## src/rtl/bcg_pkg.sv

```systemverilog
package bcg_pkg;

  // Bus slots addressed by the selector; order is decoded by wr_sel
  localparam int NBUS       = 4;
  localparam int NAPB       = 3;
  localparam int DEF_MASK_W = 8;
  localparam int DEF_CNT_W  = 7;
  localparam int SEL_W      = 3;

  typedef enum logic [1:0] {
    OP_SET  = 2'd0,
    OP_CLR  = 2'd1,
    OP_CODE = 2'd2,
    OP_RSV  = 2'd3
  } wr_op_e;

  // Mask of the n lowest bits; the stage pulses when these are all ones
  function automatic int unsigned low_ones(input int unsigned n);
    return (32'd1 << n) - 32'd1;
  endfunction

  // Next mask value after one set or clear write
  function automatic logic [DEF_MASK_W-1:0] mask_next(
    input logic [DEF_MASK_W-1:0] cur,
    input logic                  do_set,
    input logic                  do_clr,
    input logic [DEF_MASK_W-1:0] bits
  );
    logic [DEF_MASK_W-1:0] r;
    r = cur;
    if (do_set) r = r | bits;
    if (do_clr) r = r & ~bits;
    return r;
  endfunction

endpackage

```

## src/rtl/bcg_wr_decode.sv

```systemverilog
module bcg_wr_decode
  import bcg_pkg::*;
#(
  parameter int NB = NBUS,
  parameter int SW = SEL_W
) (
  input  logic          wr_en,
  input  logic [1:0]    wr_op,
  input  logic [SW-1:0] wr_sel,
  output logic [NB-1:0] set_we,
  output logic [NB-1:0] clr_we,
  output logic [NB-1:0] code_we,
  output logic          bad
);

  wr_op_e op;
  logic   sel_ok;

  assign op     = wr_op_e'(wr_op);
  assign sel_ok = (int'(wr_sel) < NB);

  always_comb begin
    set_we  = '0;
    clr_we  = '0;
    code_we = '0;
    bad     = wr_en && (!sel_ok || op == OP_RSV);
    if (wr_en && !bad) begin
      for (int b = 0; b < NB; b++) begin
        if (wr_sel == SW'(b)) begin
          set_we[b]  = (op == OP_SET);
          clr_we[b]  = (op == OP_CLR);
          code_we[b] = (op == OP_CODE);
        end
      end
    end
  end

endmodule

```

## src/rtl/bcg_rate_stage.sv

```systemverilog
module bcg_rate_stage
  import bcg_pkg::*;
#(
  parameter int CNT_W  = DEF_CNT_W,
  parameter int CODE_W = $clog2(CNT_W + 1)
) (
  input  logic              clk,
  input  logic              rst_n,
  input  logic              step,
  input  logic              code_we,
  input  logic [CODE_W-1:0] code_in,
  output logic              ce
);

  localparam logic [CNT_W-1:0] CNT_TOP = '1;

  logic [CNT_W-1:0]  cnt_q;
  logic [CODE_W-1:0] pend_q;
  logic [CODE_W-1:0] act_q;
  logic [CNT_W-1:0]  sel_bits;
  logic              wrap;

  assign sel_bits = CNT_W'(low_ones(int'(act_q)));
  assign wrap     = step && (cnt_q == CNT_TOP);
  assign ce       = step && ((cnt_q & sel_bits) == sel_bits);

  always_ff @(posedge clk or negedge rst_n) begin
    if (!rst_n) begin
      cnt_q  <= '0;
      pend_q <= '0;
      act_q  <= '0;
    end else begin
      if (code_we) pend_q <= code_in;
      if (step)    cnt_q  <= cnt_q + CNT_W'(1);
      // counter at all ones is a pulse for every code: safe switch point
      if (wrap)    act_q  <= pend_q;
    end
  end

endmodule

```

## src/rtl/bcg_mask_bank.sv

```systemverilog
module bcg_mask_bank
  import bcg_pkg::*;
#(
  parameter int W = DEF_MASK_W
) (
  input  logic         clk,
  input  logic         rst_n,
  input  logic         set_we,
  input  logic         clr_we,
  input  logic [W-1:0] bits,
  input  logic         bus_ce,
  output logic [W-1:0] mask,
  output logic [W-1:0] per_ce
);

  always_ff @(posedge clk or negedge rst_n) begin
    if (!rst_n)               mask <= '1;
    else if (set_we || clr_we) mask <= mask_next(mask, set_we, clr_we, bits);
  end

  assign per_ce = mask & {W{bus_ce}};

endmodule

```

## src/rtl/busclk_gate_unit.sv

```systemverilog
module busclk_gate_unit
  import bcg_pkg::*;
#(
  parameter int MASK_W = DEF_MASK_W,
  parameter int CNT_W  = DEF_CNT_W
) (
  input  logic              clk,
  input  logic              rst_n,
  input  logic              wr_en,
  input  logic [1:0]        wr_op,
  input  logic [SEL_W-1:0]  wr_sel,
  input  logic [MASK_W-1:0] wr_data,
  output logic              wr_err,
  output logic              cpu_ce,
  output logic              ahb_ce,
  output logic [NAPB-1:0]   apb_ce,
  output logic [MASK_W-1:0] ahb_per_ce,
  output logic [MASK_W-1:0] apba_per_ce,
  output logic [MASK_W-1:0] apbb_per_ce,
  output logic [MASK_W-1:0] apbc_per_ce
);

  localparam int CODE_W = $clog2(CNT_W + 1);

  // named internal events, also watched by the bound checker
  logic [NBUS-1:0]             set_we;
  logic [NBUS-1:0]             clr_we;
  logic [NBUS-1:0]             code_we;
  logic                        wr_bad;
  logic [NBUS-1:0]             bus_ce;
  logic [NBUS-1:0][MASK_W-1:0] mask_q;
  logic [NBUS-1:0][MASK_W-1:0] per_ce;
  logic [CODE_W-1:0]           code_in;

  assign code_in = wr_data[CODE_W-1:0];

  bcg_wr_decode #(.NB(NBUS), .SW(SEL_W)) u_dec (
    .wr_en   (wr_en),
    .wr_op   (wr_op),
    .wr_sel  (wr_sel),
    .set_we  (set_we),
    .clr_we  (clr_we),
    .code_we (code_we),
    .bad     (wr_bad)
  );

  always_ff @(posedge clk or negedge rst_n) begin
    if (!rst_n) wr_err <= 1'b0;
    else        wr_err <= wr_bad;
  end

  // main stage: advances every clock
  bcg_rate_stage #(.CNT_W(CNT_W), .CODE_W(CODE_W)) u_main (
    .clk     (clk),
    .rst_n   (rst_n),
    .step    (1'b1),
    .code_we (code_we[0]),
    .code_in (code_in),
    .ce      (bus_ce[0])
  );

  // APB stages: advance only on main-stage pulses
  for (genvar k = 0; k < NAPB; k++) begin : g_apb
    bcg_rate_stage #(.CNT_W(CNT_W), .CODE_W(CODE_W)) u_apb (
      .clk     (clk),
      .rst_n   (rst_n),
      .step    (bus_ce[0]),
      .code_we (code_we[k+1]),
      .code_in (code_in),
      .ce      (bus_ce[k+1])
    );
  end

  for (genvar b = 0; b < NBUS; b++) begin : g_mask
    bcg_mask_bank #(.W(MASK_W)) u_bank (
      .clk    (clk),
      .rst_n  (rst_n),
      .set_we (set_we[b]),
      .clr_we (clr_we[b]),
      .bits   (wr_data),
      .bus_ce (bus_ce[b]),
      .mask   (mask_q[b]),
      .per_ce (per_ce[b])
    );
  end

  assign cpu_ce      = bus_ce[0];
  assign ahb_ce      = bus_ce[0];
  assign apb_ce      = bus_ce[NBUS-1:1];
  assign ahb_per_ce  = per_ce[0];
  assign apba_per_ce = per_ce[1];
  assign apbb_per_ce = per_ce[2];
  assign apbc_per_ce = per_ce[3];

endmodule

```

## config.mk

```make
export PLATFORM = sky130hd
export DESIGN_NAME = busclk_gate_unit
export DESIGN_NICKNAME = d
export VERILOG_FILES = /design/src/rtl/bcg_pkg.sv /design/src/rtl/bcg_wr_decode.sv /design/src/rtl/bcg_rate_stage.sv /design/src/rtl/bcg_mask_bank.sv /design/src/rtl/busclk_gate_unit.sv
export SDC_FILE = /design/constraint.sdc
export NUM_CORES = 1
export LEC_CHECK = 0
export BUFFER_PORTS_ARGS = -buffer_cell sky130_fd_sc_hd__buf_4
export CAP_MARGIN = 20
export CORE_MARGIN = 1.5
export CORE_UTILIZATION = 25
export DETAILED_ROUTE_END_ITERATION = 10
export GPL_TIMING_DRIVEN = 0
export HOLD_SLACK_MARGIN = 0.02
export PLACE_DENSITY = 0.44
export SLEW_MARGIN = 20
export SYNTH_ARGS = -nofsm -noshare
export SYNTH_HDL_FRONTEND = slang
export SYNTH_SLANG_ARGS = --single-unit
```

## constraint.sdc

```tcl
create_clock -name clk -period 3.8 [get_ports clk]
set_clock_uncertainty 0.15 [all_clocks]
set_input_delay 0.38 -clock clk [delete_from_list [all_inputs] [get_ports clk]]
set_output_delay 0.38 -clock clk [all_outputs]
set_load 0.01 [all_outputs]
```

==> results by stage <==
GRT:
- After global routing the overflow that remains totals 0.
- The largest net degree at the start of global routing is 86.
- For met2 alone, demand over resource in global routing was 20.4%.
- For met3 alone, demand over resource in global routing was 2.43%.
- The busiest layer in global routing is met2.
- The number of antenna violations at the first check in global routing came to 0.
- The global-route usage over all layers is 12.6%.
- The via count of the first global-routing pass came to 3406.
- The met1 layer usage reported by global route is 16.4%.
- The first global-routing pass estimated 17900 µm of wire.

Critical path:
- For the worst setup path, the data arrival time is 3.07 ns.
- At the worst endpoint, the required time is 3.27 ns.
- The largest delay contributor family on the critical path is simple AND/OR/NAND/NOR gates.
- The kind of end point of the critical path is an output port.
- The sum of buffers and inverters on the critical path is 3.
- The critical path is of the reg -> out type.
- The largest stage delay on the critical path is 0.41 ns.
- The type of origin of the critical path is a flip-flop.
- The critical-path maximum fanout is 14.
- The signal on the critical path passes through buf_2, or3_4, ha_1, nor4b_1, a31oi_1, o221a_2, clkbuf_1, and3_1, buf_4.
- The master of the slowest instance on the critical path is sky130_fd_sc_hd__o221a_2.

CTS:
- The root buffer cell chosen for the clock tree is sky130_fd_sc_hd__clkbuf_16.
- The largest buffer count on any clock path is 2.
- The clock tree from TritonCTS is yes.
- The total number of H-tree levels is 3.
- Clock latency on the worst-skew pair, taken at its later pin, is 0.35 ns.
- The clock net in this run drives a total of 85 sinks.
- The clock transition at the registers of the reported paths is 0.06 ns.
- The number of buffers inserted during clock tree synthesis is 9.

Drt:
- After detailed routing, the number of vias per cell comes to 4.70.
- For this block, the routed nets add up to 11000 µm of wire.
- The average routed wire per standard cell is 14.9 µm.
- The detailed router placed 3473 vias in this run.
- For this run, the detailed router's first-pass iteration total came to 4.
- In the routed design, unresolved DRC markers number 0.
- In this run the remaining antenna-violating nets after routing total 0.
- After the first detailed-routing iteration, the DRC count stood at 142.

Floorplanning:
- The standard-cell row count is 48.
- The vertical extent of the die is 135 µm.
- The number of ports placed on the die boundary is 54.
- For this configuration, the core starts out at a cell density of 25.4%.
- The chip width is 135 µm.
- The core box area is 17200 µm².
- The floorplan die area is 18300 µm².

Place:
- Port buffering added 46 buffers.
- The total half-perimeter wirelength after legalization and detailed placement is 7620 µm.
- The pre-CTS setup slack is 0.0397 ns.
- The global placer's final weighted congestion is 0.787.

Synthesis:
- The share of synthesized area occupied by flip-flops and latches is 49.5%.
- Counting flops with a built-in enable in the synthesized netlist gives 0.
- The synthesized area per cell is 9.80 µm².
- The post-synthesis instance total is 447.
- The number of distinct standard cells referenced by the synthesized netlist is 50.
- In the post-synthesis netlist, the cell with the most instances is sky130_fd_sc_hd__a21oi_1.
- In the synthesized netlist, the cells that appear most often are 72 x sky130_fd_sc_hd__a21oi_1, 53 x sky130_fd_sc_hd__dfrtp_1, 39 x sky130_fd_sc_hd__nor2_1.
- The number of synthesis warnings is 0.
- The share of flip-flops with an asynchronous set or reset is 100%.
- The synthesized netlist occupies a cell area of 4380 µm².
- The share of synthesized area in the top cell type comes to 30.3%.
- Sorting the synthesized cells by area gives the leading types as sky130_fd_sc_hd__dfrtp_1 30%, sky130_fd_sc_hd__dfstp_2 19%, sky130_fd_sc_hd__a21oi_1 8.2%.
- The largest area contributor in the netlist is sky130_fd_sc_hd__dfrtp_1.
- Synthesis inferred 85 register bits.
- The synthesized net count is 471.
- The predominant post-synthesis flop cell is sky130_fd_sc_hd__dfrtp_1.

STA:
- After routing, the total negative slack on setup checks comes to 0 ns.
- The slew at the pin closest to its max-slew limit is 0.911 ns.
- The total of endpoints with negative setup slack in the final report is 0.
- The tightest hold path in the finished design has a slack of 0.118 ns.
- The number of hold violations in the final report came to 0.
- The maximum clock frequency is 0.278 GHz.
- Of the available clock period, the critical path in the final layout requires 94.8%.
- The max-slew violation count came to 0.
- The max-slew headroom at the worst pin is 38.8%.
- Setup repair after global routing left no endpoint under its margin.
- The clock period minus worst slack is 3.60 ns.
- Setup slack closes at 0.199 ns.

Layout:
- Counting the fill cells in the layout gives 1778.
- Of the cells placed in the final design, the portion with a size suffix greater than 1 is 26.1%.
- From synthesis to final layout, the design area changed by 22.0%.
- 0 antenna diodes ended up in the layout.
- At the end of the flow, the number of nets in the layout was 533.

Power:
- In this run, the clock network consumes 37.5% of the power.
- In this run switching power makes up 26.4% of total power.
- The total design power is 2.30 mW.
- Summed over all cells, the static leakage comes to 2.37 nW.
- The share of total power dissipated in sequential elements is 47.4%.
- The maximum ir drop on the vdd rail is 0.211 mV.
- Internal power comes to 1.69 mW.
- In this run the power spent charging and discharging nets is 607 µW.
- The part of the total power dissipated in combinational logic is 15.0%.
- The ratio of total power to cell area is 431 nW/µm².

Min path:
- The type of the most critical hold path is in -> reg.

Run status:
- The run finished with clean final reports.

Run:
- Max-cap violations in this run came to 0.
-- cells by family after synthesis --
family          synth area share (%)
mux                             7.20
fa+ha+maj                       2.29
compound gates                  13.1
flops                           49.5
xor+xnor                        5.20
simple gates                    18.9
buf+inv                         3.91
-- worst register-to-register path: cells and delay by family (launching register included) --
| family | cells | cell delay [ns] |
|---|---|---|
| mux | 1 | 0.32 |
| flops | 1 | 0.35 |
| compound gates | 1 | 0.26 |
| simple gates | 2 | 1.05 |
| xor+xnor | 1 | 0.27 |
| fa+ha+maj | 1 | 0.27 |
| buf+inv | 1 | 0.17 |
-- routing by layer --
metal	vias up	share of wire, %
met5	-	0
met1	1685	48
met2	86	46
met4	0	2.1
met3	15	4.1
li1	1687	-
-- area by class of cell --
type	instances	area, µm²	share of cell area (%)
Clock buffer	11	254	4.75
Timing Repair Buffer	52	397	7.42
Sequential cell	85	2170	40.6
Multi-Input combinational cell	323	2050	38.3
Inverter	11	41.3	0.773
Tap cell	225	282	5.27
Buffer	27	126	2.36
Clock inverter	5	31.3	0.585
-- metrics by stage --
| stage | area (µm²) | util, % | instances |
|---|---|---|---|
| floorplan | 4380 | - | 447 |
| global placement | 5010 | 29.1 | 718 |
| detailed placement | 5010 | 29.1 | 718 |
| CTS | 5310 | 30.8 | 736 |
| global route | 5340 | 31.0 | 739 |
| finish | 5340 | 31.0 | 739 |
-- timing repair --
action                                 in CTS  in global routing
setup endpoints to repair                  18                  4
endpoints found under the hold margin       0                  2
hold buffers                                0                  1
pin swaps                                   2                  1
gates resized for setup                     1                  1
buffers inserted                            2                  3
-- cell usage in the layout, fill, tap and decap left out, drive strengths merged, types with 3 or more instances in the layout --
cell type / Yosys / final
and3: 19 / 19
a21o: 3 / 3
nand4: 8 / 8
xnor2: 15 / 15
xor2: 11 / 11
nand2b: 3 / 3
mux2: 27 / 27
buf: 14 / 65
nor3: 9 / 9
dfrtp: 53 / 53
o21ai: 8 / 8
nand2: 38 / 38
nor2b: 6 / 6
nand3: 14 / 14
nor2: 40 / 40
dfstp: 32 / 32
a21oi: 72 / 72
inv: 11 / 13
o22ai: 3 / 3
nor3b: 6 / 6
ha: 8 / 8
clkbuf: 14 / 24
nand3b: 3 / 3
and2: 5 / 5
clkinv: 0 / 3
-- power groups by stage --
| stage | combinational [mW] | clock, mW | sequential (mW) |
|---|---|---|---|
| after floorplan | 0.185 | 0 | 1.09 |
| after CTS | 0.351 | 0.884 | 1.09 |
| final | 0.346 | 0.863 | 1.09 |
| after detailed placement | 0.348 | 0 | 1.11 |
| after global routing | 0.385 | 0.917 | 1.10 |
| after global placement | 0.346 | 0 | 1.10 |
-- worst paths after layout --
check	from	depth (start not counted)	slack, ns	end
min in group asynchronous	rst_n	2	0.53	u_main.pend_q[0]
hold / removal	wr_en	2	0.12	wr_err
setup reg to reg	u_main.act_q[1]	7	0.85	g_apb[0].u_apb.act_q[1]
setup / recovery	u_main.act_q[1]	9	0.20	ahb_per_ce[3]
max in group asynchronous	rst_n	2	2.43	g_apb[0].u_apb.act_q[0]
hold reg to reg	g_apb[2].u_apb.pend_q[0]	1	0.34	g_apb[2].u_apb.act_q[0]
No activity file was read; power rests on OpenSTA's default activity.
